`src/rtl/lof_timer_pkg.sv`:
```
package lof_timer_pkg;
  localparam int unsigned LOF_FRAMES_DEFAULT = 24;

  typedef enum logic {
    ST_IN_FRAME = 1'b0,
    ST_LOF      = 1'b1
  } lof_state_e;
endpackage

```
`src/rtl/lof_rst_sync.sv`:
```
module lof_rst_sync #(
  parameter int unsigned STAGES = 2
) (
  input  logic clk,
  input  logic rst_n,
  output logic rst_n_sync
);
  logic [STAGES-1:0] sync_q;

  always_ff @(posedge clk or negedge rst_n) begin
    if (!rst_n) sync_q <= '0;
    else        sync_q <= {sync_q[STAGES-2:0], 1'b1};
  end

  assign rst_n_sync = sync_q[STAGES-1];
endmodule

```
`src/rtl/lof_sat_counter.sv`:
```
module lof_sat_counter #(
  parameter int unsigned LIMIT = 24,
  localparam int unsigned CW   = $clog2(LIMIT + 1)
) (
  input  logic          clk,
  input  logic          rst_n,
  input  logic          en_i,
  input  logic          inc_i,
  input  logic          clr_i,
  output logic [CW-1:0] cnt_o,
  output logic          reach_o
);
  localparam logic [CW-1:0] LIM    = CW'(LIMIT);
  localparam logic [CW-1:0] LIM_M1 = CW'(LIMIT - 1);

  logic [CW-1:0] cnt_q, cnt_d;

  always_comb begin
    cnt_d = cnt_q;
    if (en_i) begin
      if (clr_i)                       cnt_d = '0;
      else if (inc_i && cnt_q != LIM)  cnt_d = cnt_q + 1'b1;
    end
  end

  always_ff @(posedge clk or negedge rst_n) begin
    if (!rst_n) cnt_q <= '0;
    else        cnt_q <= cnt_d;
  end

  assign reach_o = en_i & inc_i & ~clr_i & (cnt_q == LIM_M1);
  assign cnt_o   = cnt_q;

  a_r8_saturate: assert property (@(posedge clk) disable iff (!rst_n)
    cnt_q <= LIM);
  a_r2_idle_stable: assert property (@(posedge clk) disable iff (!rst_n)
    !en_i |=> $stable(cnt_q));
endmodule

```
`src/rtl/lof_alarm_ctrl.sv`:
```
module lof_alarm_ctrl
  import lof_timer_pkg::*;
(
  input  logic clk,
  input  logic rst_n,
  input  logic set_i,
  input  logic clr_i,
  output logic lof_o
);
  lof_state_e st_q, st_d;

  always_comb begin
    st_d = st_q;
    unique case (st_q)
      ST_IN_FRAME: if (set_i) st_d = ST_LOF;
      ST_LOF:      if (clr_i && !set_i) st_d = ST_IN_FRAME;
      default:     st_d = ST_IN_FRAME;
    endcase
  end

  always_ff @(posedge clk or negedge rst_n) begin
    if (!rst_n) st_q <= ST_IN_FRAME;
    else        st_q <= st_d;
  end

  assign lof_o = (st_q == ST_LOF);

  a_r3_declare: assert property (@(posedge clk) disable iff (!rst_n)
    set_i |=> lof_o);
  a_r6_cancel: assert property (@(posedge clk) disable iff (!rst_n)
    (clr_i && !set_i) |=> !lof_o);
endmodule

```
`src/rtl/lof_integrator.sv`:
```
module lof_integrator #(
  parameter int unsigned LOF_FRAMES = lof_timer_pkg::LOF_FRAMES_DEFAULT,
  localparam int unsigned CW        = $clog2(LOF_FRAMES + 1)
) (
  input  logic clk,
  input  logic rst_n,
  input  logic frame_tick,
  input  logic sef_in,
  output logic lof_out
);
  logic          rst_n_int;
  logic [CW-1:0] oof_cnt, run_cnt;
  logic          oof_reach, run_reach;

  lof_rst_sync #(.STAGES(2)) u_rst_sync (
    .clk        (clk),
    .rst_n      (rst_n),
    .rst_n_sync (rst_n_int)
  );

  // Accumulated out-of-frame frames; cleared only by a full clean run.
  lof_sat_counter #(.LIMIT(LOF_FRAMES)) u_oof_cnt (
    .clk     (clk),
    .rst_n   (rst_n_int),
    .en_i    (frame_tick),
    .inc_i   (sef_in),
    .clr_i   (run_reach),
    .cnt_o   (oof_cnt),
    .reach_o (oof_reach)
  );

  // Consecutive in-frame frames; any SEF frame restarts it.
  lof_sat_counter #(.LIMIT(LOF_FRAMES)) u_run_cnt (
    .clk     (clk),
    .rst_n   (rst_n_int),
    .en_i    (frame_tick),
    .inc_i   (~sef_in),
    .clr_i   (sef_in),
    .cnt_o   (run_cnt),
    .reach_o (run_reach)
  );

  lof_alarm_ctrl u_alarm (
    .clk   (clk),
    .rst_n (rst_n_int),
    .set_i (oof_reach),
    .clr_i (run_reach),
    .lof_o (lof_out)
  );

  a_r4_hold_in_gap: assert property (@(posedge clk) disable iff (!rst_n_int)
    (frame_tick && !sef_in && run_cnt != CW'(LOF_FRAMES - 1)) |=> $stable(oof_cnt));
  a_r5_clear_after_run: assert property (@(posedge clk) disable iff (!rst_n_int)
    (frame_tick && !sef_in && run_cnt == CW'(LOF_FRAMES - 1)) |=> (oof_cnt == '0));
  a_r7_run_restart: assert property (@(posedge clk) disable iff (!rst_n_int)
    (frame_tick && sef_in) |=> (run_cnt == '0));
  a_r2_lof_quiet: assert property (@(posedge clk) disable iff (!rst_n_int)
    !frame_tick |=> $stable(lof_out));
  a_r3_rise_on_sef: assert property (@(posedge clk) disable iff (!rst_n_int)
    $rose(lof_out) |-> $past(frame_tick && sef_in));
  a_r6_fall_on_clean: assert property (@(posedge clk) disable iff (!rst_n_int)
    $fell(lof_out) |-> $past(frame_tick && !sef_in));
  a_r1_reset_state: assert property (@(posedge clk)
    !rst_n_int |-> (!lof_out && oof_cnt == '0 && run_cnt == '0));
endmodule

```
`config.mk`:
```
export PLATFORM = sky130hd
export DESIGN_NAME = lof_integrator
export DESIGN_NICKNAME = d
export VERILOG_FILES = /design/src/rtl/lof_timer_pkg.sv /design/src/rtl/lof_rst_sync.sv /design/src/rtl/lof_sat_counter.sv /design/src/rtl/lof_alarm_ctrl.sv /design/src/rtl/lof_integrator.sv
export SDC_FILE = /design/constraint.sdc
export NUM_CORES = 1
export LEC_CHECK = 0
export ABC_AREA = 1
export CAP_MARGIN = 40
export CELL_PAD_IN_SITES_DETAIL_PLACEMENT = 1
export CELL_PAD_IN_SITES_GLOBAL_PLACEMENT = 1
export CORE_MARGIN = 5
export CORE_UTILIZATION = 45
export DETAILED_ROUTE_END_ITERATION = 16
export DONT_BUFFER_PORTS = 1
export GPL_TIMING_DRIVEN = 0
export PLACE_DENSITY_LB_ADDON = 0.1
export SLEW_MARGIN = 0
export SYNTH_ARGS = -nofsm -noshare
export SYNTH_HDL_FRONTEND = slang
export SYNTH_SLANG_ARGS = --single-unit
```
`constraint.sdc`:
```
create_clock -name clk -period 0.8 [get_ports clk]
set_clock_uncertainty 0.15 [all_clocks]
set_input_delay 0.16 -clock clk [delete_from_list [all_inputs] [get_ports clk]]
set_output_delay 0.16 -clock clk [all_outputs]
set_load 0.005 [all_outputs]
```
==> Flow_metrics.wiki, run 1 <==
{| class="wikitable"
! Metric !! Value
|-
| Hpwl dp || around 1.2 mm
|-
| Share of Yosys cell area claimed by the top area cell type || 0.4140
|-
| Data arrival time of the worst path || 1.42 ns
|-
| RSZ-0062 raised after global routing || yes
|-
| Number of setup violations in the final report || 12
|-
| Filler Cells Inserted || 210
|-
| Num CTS Buffers || 3
|-
| Total number of clock tree sinks || 13
|-
| Area added between synthesis and finish || 18.95%
|-
| Post-synthesis area per instance || between 8 and 9 µm²
|-
| Worst supply voltage drop on vdd || about 0.0011 V
|-
| Antenna-violating nets left || 0
|-
| Count of routing violations after the opening detailed-route iteration || 7
|-
| Wire length of the first global-routing pass || 2.911 mm
|-
| Routability Congestion || 0.7683
|-
| Cell types with the largest area share after synthesis || sky130_fd_sc_hd__dfrtp_1 (41%), sky130_fd_sc_hd__nand2_1 (11%), sky130_fd_sc_hd__nand3_1 (8.3%)
|-
| Minimum clock period after layout || around 1.4 ns
|-
| Number of endpoints with negative hold slack in the final report || 7
|-
| WS Path Type || flip-flop to flip-flop
|-
| Dominant register cell in the synthesized netlist || sky130_fd_sc_hd__dfrtp_1
|-
| Sum of internal, switching and leakage power || 1.922 mW
|-
| Mean routed wirelength per cell || ~14 µm
|-
| Number of pins exceeding their max-slew limit in the final report || 0
|-
| Post-route DRC violation count || 0
|-
| Final standard cell utilization of the core || 0.5533
|-
| Worst-case clock buffer depth || 2
|-
| Total die area || approximately 0.0027 mm²
|-
| Number of antenna violations at the first check in global routing || 0
|-
| Peak clock frequency supported by timing || around 740 MHz
|-
| Starting utilization of the core area || 0.4652
|-
| Most common cell in the synthesized netlist || sky130_fd_sc_hd__nand2_1
|-
| Layout cells sized above 1 || 0.3010
|-
| GRT Util Overall || 0.1519
|-
| Count of cell types in the netlist || 22
|-
| Worst hold-check slack || -0.05634 ns
|-
| Final global-route overflow total || 0
|-
| Number of warnings reported in the yosys synthesis log || 0
|-
| Yosys reg bits || 13
|-
| Clk slew on worst S/H paths || ~0.09 ns
|-
| Syn Std Cell Area || between 700 and 800 µm²
|-
| Critical-path cell list || inv_2 -> ha_4 -> nand3_4 -> o21bai_4 -> nand2_1 -> o21ai_1
|-
| Async set or reset register ratio after synthesis || 1.000
|-
| Vias post-DR || about 640
|-
| Number of search-and-repair iterations in the first detailed-routing pass || 4
|-
| Slowest cell on the critical path || sky130_fd_sc_hd__dfrtp_2
|-
| Run status || complete, but fails checks
|-
| Via/cell ratio || about 5.3
|-
| Kind of path behind the tightest hold check || primary input to flip-flop
|-
| DIE HEIGHT || between 50 and 60 µm
|-
| Area of the core region || 0.001689 mm²
|-
| Nets@finish || between 100 and 150
|-
| CTS tree || yes
|-
| Die boundary width || 51.79 µm
|-
| Final clock period utilization by the worst path || 1.689
|-
| Type of element capturing the critical path || flip-flop
|-
| Post-route setup slack || -0.5511 ns
|-
| Crit-path max FO || 6
|-
| Wire length reported by the detailed router || 1.737 mm
|-
| Worst-skew pair later-pin latency || a little under 0.3 ns
|-
| Startpoint type of the worst setup path || flip-flop
|-
| I/O pin count || 5
|-
| Failing checks || negative hold slack, negative setup slack
|-
| Stage delay of the slowest cell on the critical path || approximately 0.45 ns
|-
| Count of antenna diodes in the layout || 0
|-
| Via count of the first global-routing pass || ~670
|-
| Number of H-tree levels || 1
|-
| Maximum number of pins on one net before global-route repair || 12
|-
| CTS root buffer || sky130_fd_sc_hd__clkbuf_4
|-
| Leading area contributor after synthesis || sky130_fd_sc_hd__dfrtp_1
|-
| Worst Path Required || a little under 0.9 ns
|-
| Number of max-capacitance violations reported || 0
|-
| Cell count after synthesis || 94
|-
| Sequential area share after synthesis || 0.4140
|-
| Row count || 15
|-
| Net count after synthesis || 102
|-
| Leakage power summed over all cells || ~0.45 nW
|-
| IO buf count || 0
|-
| Number of synthesized flops with an enable pin || 0
|-
| Leading post-synthesis cells by instance count || sky130_fd_sc_hd__nand2_1 (22), sky130_fd_sc_hd__dfrtp_1 (13), sky130_fd_sc_hd__nand3_1 (13)
|-
| Hold buffers post-CTS || 1
|-
| Power per unit of standard cell area || between 2000 and 2500 mW/mm²
|}
report_power, final:
group          switching (mW)  total (mW)  leakage (nW)  internal, mW
sequential              0.181       0.955         0.168         0.774
combinational           0.287       0.536         0.267         0.248
clock                   0.238       0.432        0.0150         0.193
total                   0.706        1.92         0.450          1.22
routing by layer:
layer  GRT usage  vias up  share of wire
li1            -      321              -
met1      0.1859      306           0.46
met2      0.2436        7           0.49
met3     0.04011        4          0.031
met4     0.07860        0          0.017
met5           0        -              0
critical path: cells and delay by family, from the launching register on:
| kind | cells | cell delay [ns] |
|---|---|---|
| AOI/OAI and AO/OA | 2 | 0.31 |
| adders and majority gates | 1 | 0.14 |
| and+or+nand+nor | 2 | 0.15 |
| DFF | 1 | 0.45 |
| buffers and inverters | 1 | 0.07 |
registers in the layout (all words and copies together) (netlist names):
name and cells:
u_alarm.lof_o 1, u_oof_cnt.cnt_o 5, u_rst_sync.sync_q 2, u_run_cnt.cnt_o 5
path summary, 6_finish.rpt:
kind,start,end,slack (ns),depth (start not counted)
worst min register to register,u_rst_sync.sync_q[1]$_DFF_PN0_,u_run_cnt.cnt_o[3]$_DFFE_PN0P_,0.03,0
min in group asynchronous,rst_n,u_rst_sync.sync_q[0]$_DFF_PN0_,-0.04,1
worst max-delay path,u_run_cnt.cnt_o[1]$_DFFE_PN0P_,u_run_cnt.cnt_o[4]$_DFFE_PN0P_,-0.55,6
worst min-delay path,sef_in,u_run_cnt.cnt_o[2]$_DFFE_PN0P_,-0.06,3
max in group asynchronous,u_rst_sync.sync_q[1]$_DFF_PN0_,u_run_cnt.cnt_o[1]$_DFFE_PN0P_,0.12,0
worst max register to register,u_run_cnt.cnt_o[1]$_DFFE_PN0P_,u_run_cnt.cnt_o[4]$_DFFE_PN0P_,-0.55,6
timing repair:
| action | in CTS | in global routing |
|---|---|---|
| gates resized for setup | 4 | 6 |
| buffers inserted | 3 | 1 |
| hold endpoints to repair | 7 | 4 |
| setup endpoints to repair | 12 | 12 |
| pin swaps | 8 | 4 |
cells by family after synthesis:
group	Yosys count	synth area share
AND/OR/NAND/NOR	52	0.3440
buffers and inverters	15	0.08599
adder cells (fa/ha/maj)	4	0.06370
other	1	0.004772
AO/OA/AOI/OAI	8	0.07642
flip-flops	13	0.4140
XOR/XNOR	1	0.01115
cell type report:
cell class | count | area, µm² | share of cell area
Buffer | 2 | 18.77 | 0.02008
Clock buffer | 4 | 26.28 | 0.02811
Inverter | 13 | 48.80 | 0.05221
Multi-Input combinational cell | 66 | 452.9 | 0.4846
Sequential cell | 13 | 326.6 | 0.3494
Tap cell | 17 | 21.27 | 0.02276
Timing Repair Buffer | 5 | 40.04 | 0.04284
per-stage QoR:
step / cell area, µm² / worst slack (ns) / TNS, ns / hold slack [ns] / instances
4_1_cts: 893.4 / -0.5583 / -6.106 / -0.05518 / 119
6_report: 934.6 / -0.5511 / -5.956 / -0.05634 / 120
3_5_place_dp: 824.5 / -0.5992 / -6.409 / -0.2855 / 111
2_1_floorplan: 803.3 / -0.4485 / -4.795 / -0.2856 / 94
5_1_grt: 934.6 / -0.6474 / -6.977 / -0.05646 / 120
3_3_place_gp: 824.5 / -0.5534 / -5.993 / -0.2855 / 111
placed cells by master (no fill, tap or decap), types with 2 or more instances in the layout:
master and count:
sky130_fd_sc_hd__nor2_4 3, sky130_fd_sc_hd__ha_1 2, sky130_fd_sc_hd__nand4_1 5, sky130_fd_sc_hd__nand2_1 21, sky130_fd_sc_hd__nand2_2 3, sky130_fd_sc_hd__clkbuf_4 3, sky130_fd_sc_hd__nand2_4 2, sky130_fd_sc_hd__nor2_2 2
sky130_fd_sc_hd__buf_4 5, sky130_fd_sc_hd__inv_2 4, sky130_fd_sc_hd__o21bai_4 2, sky130_fd_sc_hd__ha_4 2, sky130_fd_sc_hd__inv_1 9, sky130_fd_sc_hd__nand3_1 12, sky130_fd_sc_hd__o21ai_1 4, sky130_fd_sc_hd__dfrtp_1 12
No activity file was read; power rests on OpenSTA's default activity.
==> run 2, diff against run 1 <==
Settings changed: CORE_UTILIZATION 45 to 42, DONT_BUFFER_PORTS 1 to unset, PLACE_DENSITY_LB_ADDON 0.1 to 0.08.
==> Flow_metrics.wiki, run 2 (synthesis gave the netlist of run 1 again) <==
{| class="wikitable"
! Metric !! Value
|-
| Failing checks || negative hold slack, negative setup slack
|-
| Number of search-and-repair iterations in the first detailed-routing pass || 4
|-
| Final Instance Count excl. Fillers || 139
|-
| Number of pins exceeding their max-slew limit in the final report || 0
|-
| Total number of clock tree sinks || 13
|-
| Antenna-violating nets left || 0
|-
| Number of max-capacitance violations reported || 0
|-
| Power per unit of standard cell area || ~2100 mW/mm²
|-
| Type of element capturing the critical path || flip-flop
|-
| Filler Cells Inserted || a little over 200
|-
| Area of the core region || between 0.0015 and 0.002 mm²
|-
| Final clock period utilization by the worst path || 1.737
|-
| RSZ-0062 raised after global routing || yes
|-
| Row count || 15
|-
| Slowest cell on the critical path || sky130_fd_sc_hd__dfrtp_2
|-
| Wire length of the first global-routing pass || 4.188 mm
|-
| Stage delay of the slowest cell on the critical path || around 0.46 ns
|-
| Worst hold-check slack || -0.1161 ns
|-
| Commonest cells after routing, fill and taps aside || sky130_fd_sc_hd__nand2_1 (17), sky130_fd_sc_hd__buf_4 (12), sky130_fd_sc_hd__nand3_2 (10), sky130_fd_sc_hd__dfrtp_1 (10), sky130_fd_sc_hd__inv_1 (7)
|-
| Count of antenna diodes in the layout || 0
|-
| Post-route setup slack || -0.5897 ns
|-
| Worst Path Required || between 0.8 and 0.9 ns
|-
| Layout cells sized above 1 || 0.5351
|-
| Run status || complete, but fails checks
|-
| Worst path bufs/invs || 1
|-
| Total die area || about 0.0028 mm²
|-
| R2R Path Start || u_run_cnt.cnt_o[0]$_DFFE_PN0P_
|-
| Die boundary width || 53.26 µm
|-
| Largest delay contributor family on the critical path || flip-flops
|-
| WS Path Type || flip-flop to flip-flop
|-
| Leakage power summed over all cells || 0.5342 nW
|-
| Data arrival time of the worst path || 1.46 ns
|-
| CTS root buffer || sky130_fd_sc_hd__clkbuf_4
|-
| Worst-skew pair later-pin latency || between 0.2 and 0.3 ns
|-
| Crit-path max FO || 6
|-
| IO buf count || 4
|-
| GRT Util Overall || 0.2137
|-
| Number of antenna violations at the first check in global routing || 0
|-
| Via count of the first global-routing pass || between 800 and 900
|-
| CTS tree || yes
|-
| Via/cell ratio || about 5.4
|-
| Worst supply voltage drop on vdd || roughly 0.0014 V
|-
| Num CTS Buffers || 3
|-
| Clk slew on worst S/H paths || around 0.1 ns
|-
| R2R setup slack || -0.59 ns
|-
| Nets@finish || 123
|-
| Area added between synthesis and finish || 43.15%
|-
| Number of endpoints with negative hold slack in the final report || 13
|-
| Critical-path cell list || inv_2 -> ha_4 -> nand3_4 -> o21bai_4 -> nand2_1 -> o21ai_1
|-
| Final global-route overflow total || 0
|-
| Setup Total Neg Slack || -6.303 ns
|-
| Wire length reported by the detailed router || 2.728 mm
|-
| Number of setup violations in the final report || 12
|-
| DIE HEIGHT || 53.26 µm
|-
| Peak clock frequency supported by timing || 719.6 MHz
|-
| Worst-case clock buffer depth || 2
|-
| RR Endpoint || u_run_cnt.cnt_o[2]$_DFFE_PN0P_
|-
| Maximum number of pins on one net before global-route repair || 12
|-
| Number of H-tree levels || 1
|-
| Routability Congestion || about 0.82
|-
| Starting utilization of the core area || 0.4502
|-
| Minimum clock period after layout || 1.390 ns
|-
| Commonest non-fill, non-tap cell in the layout || sky130_fd_sc_hd__nand2_1
|-
| Sum of internal, switching and leakage power || 2.340 mW
|-
| Placed insts || 123
|-
| Kind of path behind the tightest hold check || primary input to asynchronous set/reset pin
|-
| Vias post-DR || about 760
|-
| Startpoint type of the worst setup path || flip-flop
|-
| DP Worst Slack || -0.6964 ns
|-
| Worst-case reg-to-reg path depth || 6
|-
| Hpwl dp || roughly 1.3 mm
|-
| Post-route DRC violation count || 0
|-
| Count of routing violations after the opening detailed-route iteration || 19
|-
| I/O pin count || 5
|-
| Mean routed wirelength per cell || between 15 and 20 µm
|}
[run 2: stage by stage]
stage,area (µm²),utilization,hold slack (ns)
global placement,874.6,0.5011,0.05091
detailed placement,874.6,0.5011,0.04177
floorplan,803.3,-,-0.2856
finish,1125,0.6444,-0.1161
global route,1125,0.6444,-0.1402
CTS,1094,0.6265,-0.1200
[run 2: what timing repair did]
action                                  4_1_cts  5_1_grt
endpoints found under the hold margin         2        2
cloned                                        1        0
buffers inserted                             10        1
gates resized for setup                      31        8
pin swaps                                    15       10
endpoints found under the setup margin       12       14
[run 2: metal layers]
layer  up-vias  share of wire  track usage
met5         -              0            0
met4         0          0.011      0.02979
met3         4          0.036      0.06479
met2        18           0.54       0.3939
met1       389           0.41       0.2430
li1        344              -            -
[run 2: layout make-up]
class,instances,area [µm²],share of cell area
sequential,13,329.1,0.2925
inverter,13,48.80,0.04338
multi-input combinational,67,551.8,0.4905
timing repair buffer,15,117.6,0.1046
tap,25,31.28,0.02781
buffer,2,18.77,0.01669
clock inverter,1,5.005,0.004449
clock buffer,3,22.52,0.02002
[run 2: worst max path at each step]
| stage | start | to | slack [ns] | cells after the start |
|---|---|---|---|---|
| CTS | u_run_cnt.cnt_o[0]$_DFFE_PN0P_ | u_run_cnt.cnt_o[0]$_DFFE_PN0P_ | -0.55 | 6 |
| finish | u_run_cnt.cnt_o[0]$_DFFE_PN0P_ | u_run_cnt.cnt_o[2]$_DFFE_PN0P_ | -0.59 | 6 |
| global placement | frame_tick | u_oof_cnt.cnt_o[1]$_DFFE_PN0P_ | -0.68 | 5 |
| detailed placement | frame_tick | u_oof_cnt.cnt_o[0]$_DFFE_PN0P_ | -0.70 | 5 |
| floorplan | u_run_cnt.cnt_o[0]$_DFFE_PN0P_ | u_oof_cnt.cnt_o[2]$_DFFE_PN0P_ | -0.45 | 6 |
| global route | u_run_cnt.cnt_o[0]$_DFFE_PN0P_ | u_run_cnt.cnt_o[2]$_DFFE_PN0P_ | -0.71 | 6 |
[run 2: where the power goes]
part	switching (mW)	internal, mW
registers	0.227	0.774
clock network	0.258	0.186
logic	0.470	0.424
[run 2: worst reg2reg max path: cells and delay by family (launching register included)]
kind	cells	cell delay, ns
adder cells (fa/ha/maj)	1	0.16
flip-flops	1	0.46
AO/OA/AOI/OAI	2	0.31
AND/OR/NAND/NOR	2	0.18
buffers and inverters	1	0.08
==> run 3, diff against run 2 <==
Settings changed: HOLD_SLACK_MARGIN set to 0.05.
==> results of run 3 <==
The final DEF is identical to that of run 2; final timing and power are the same.
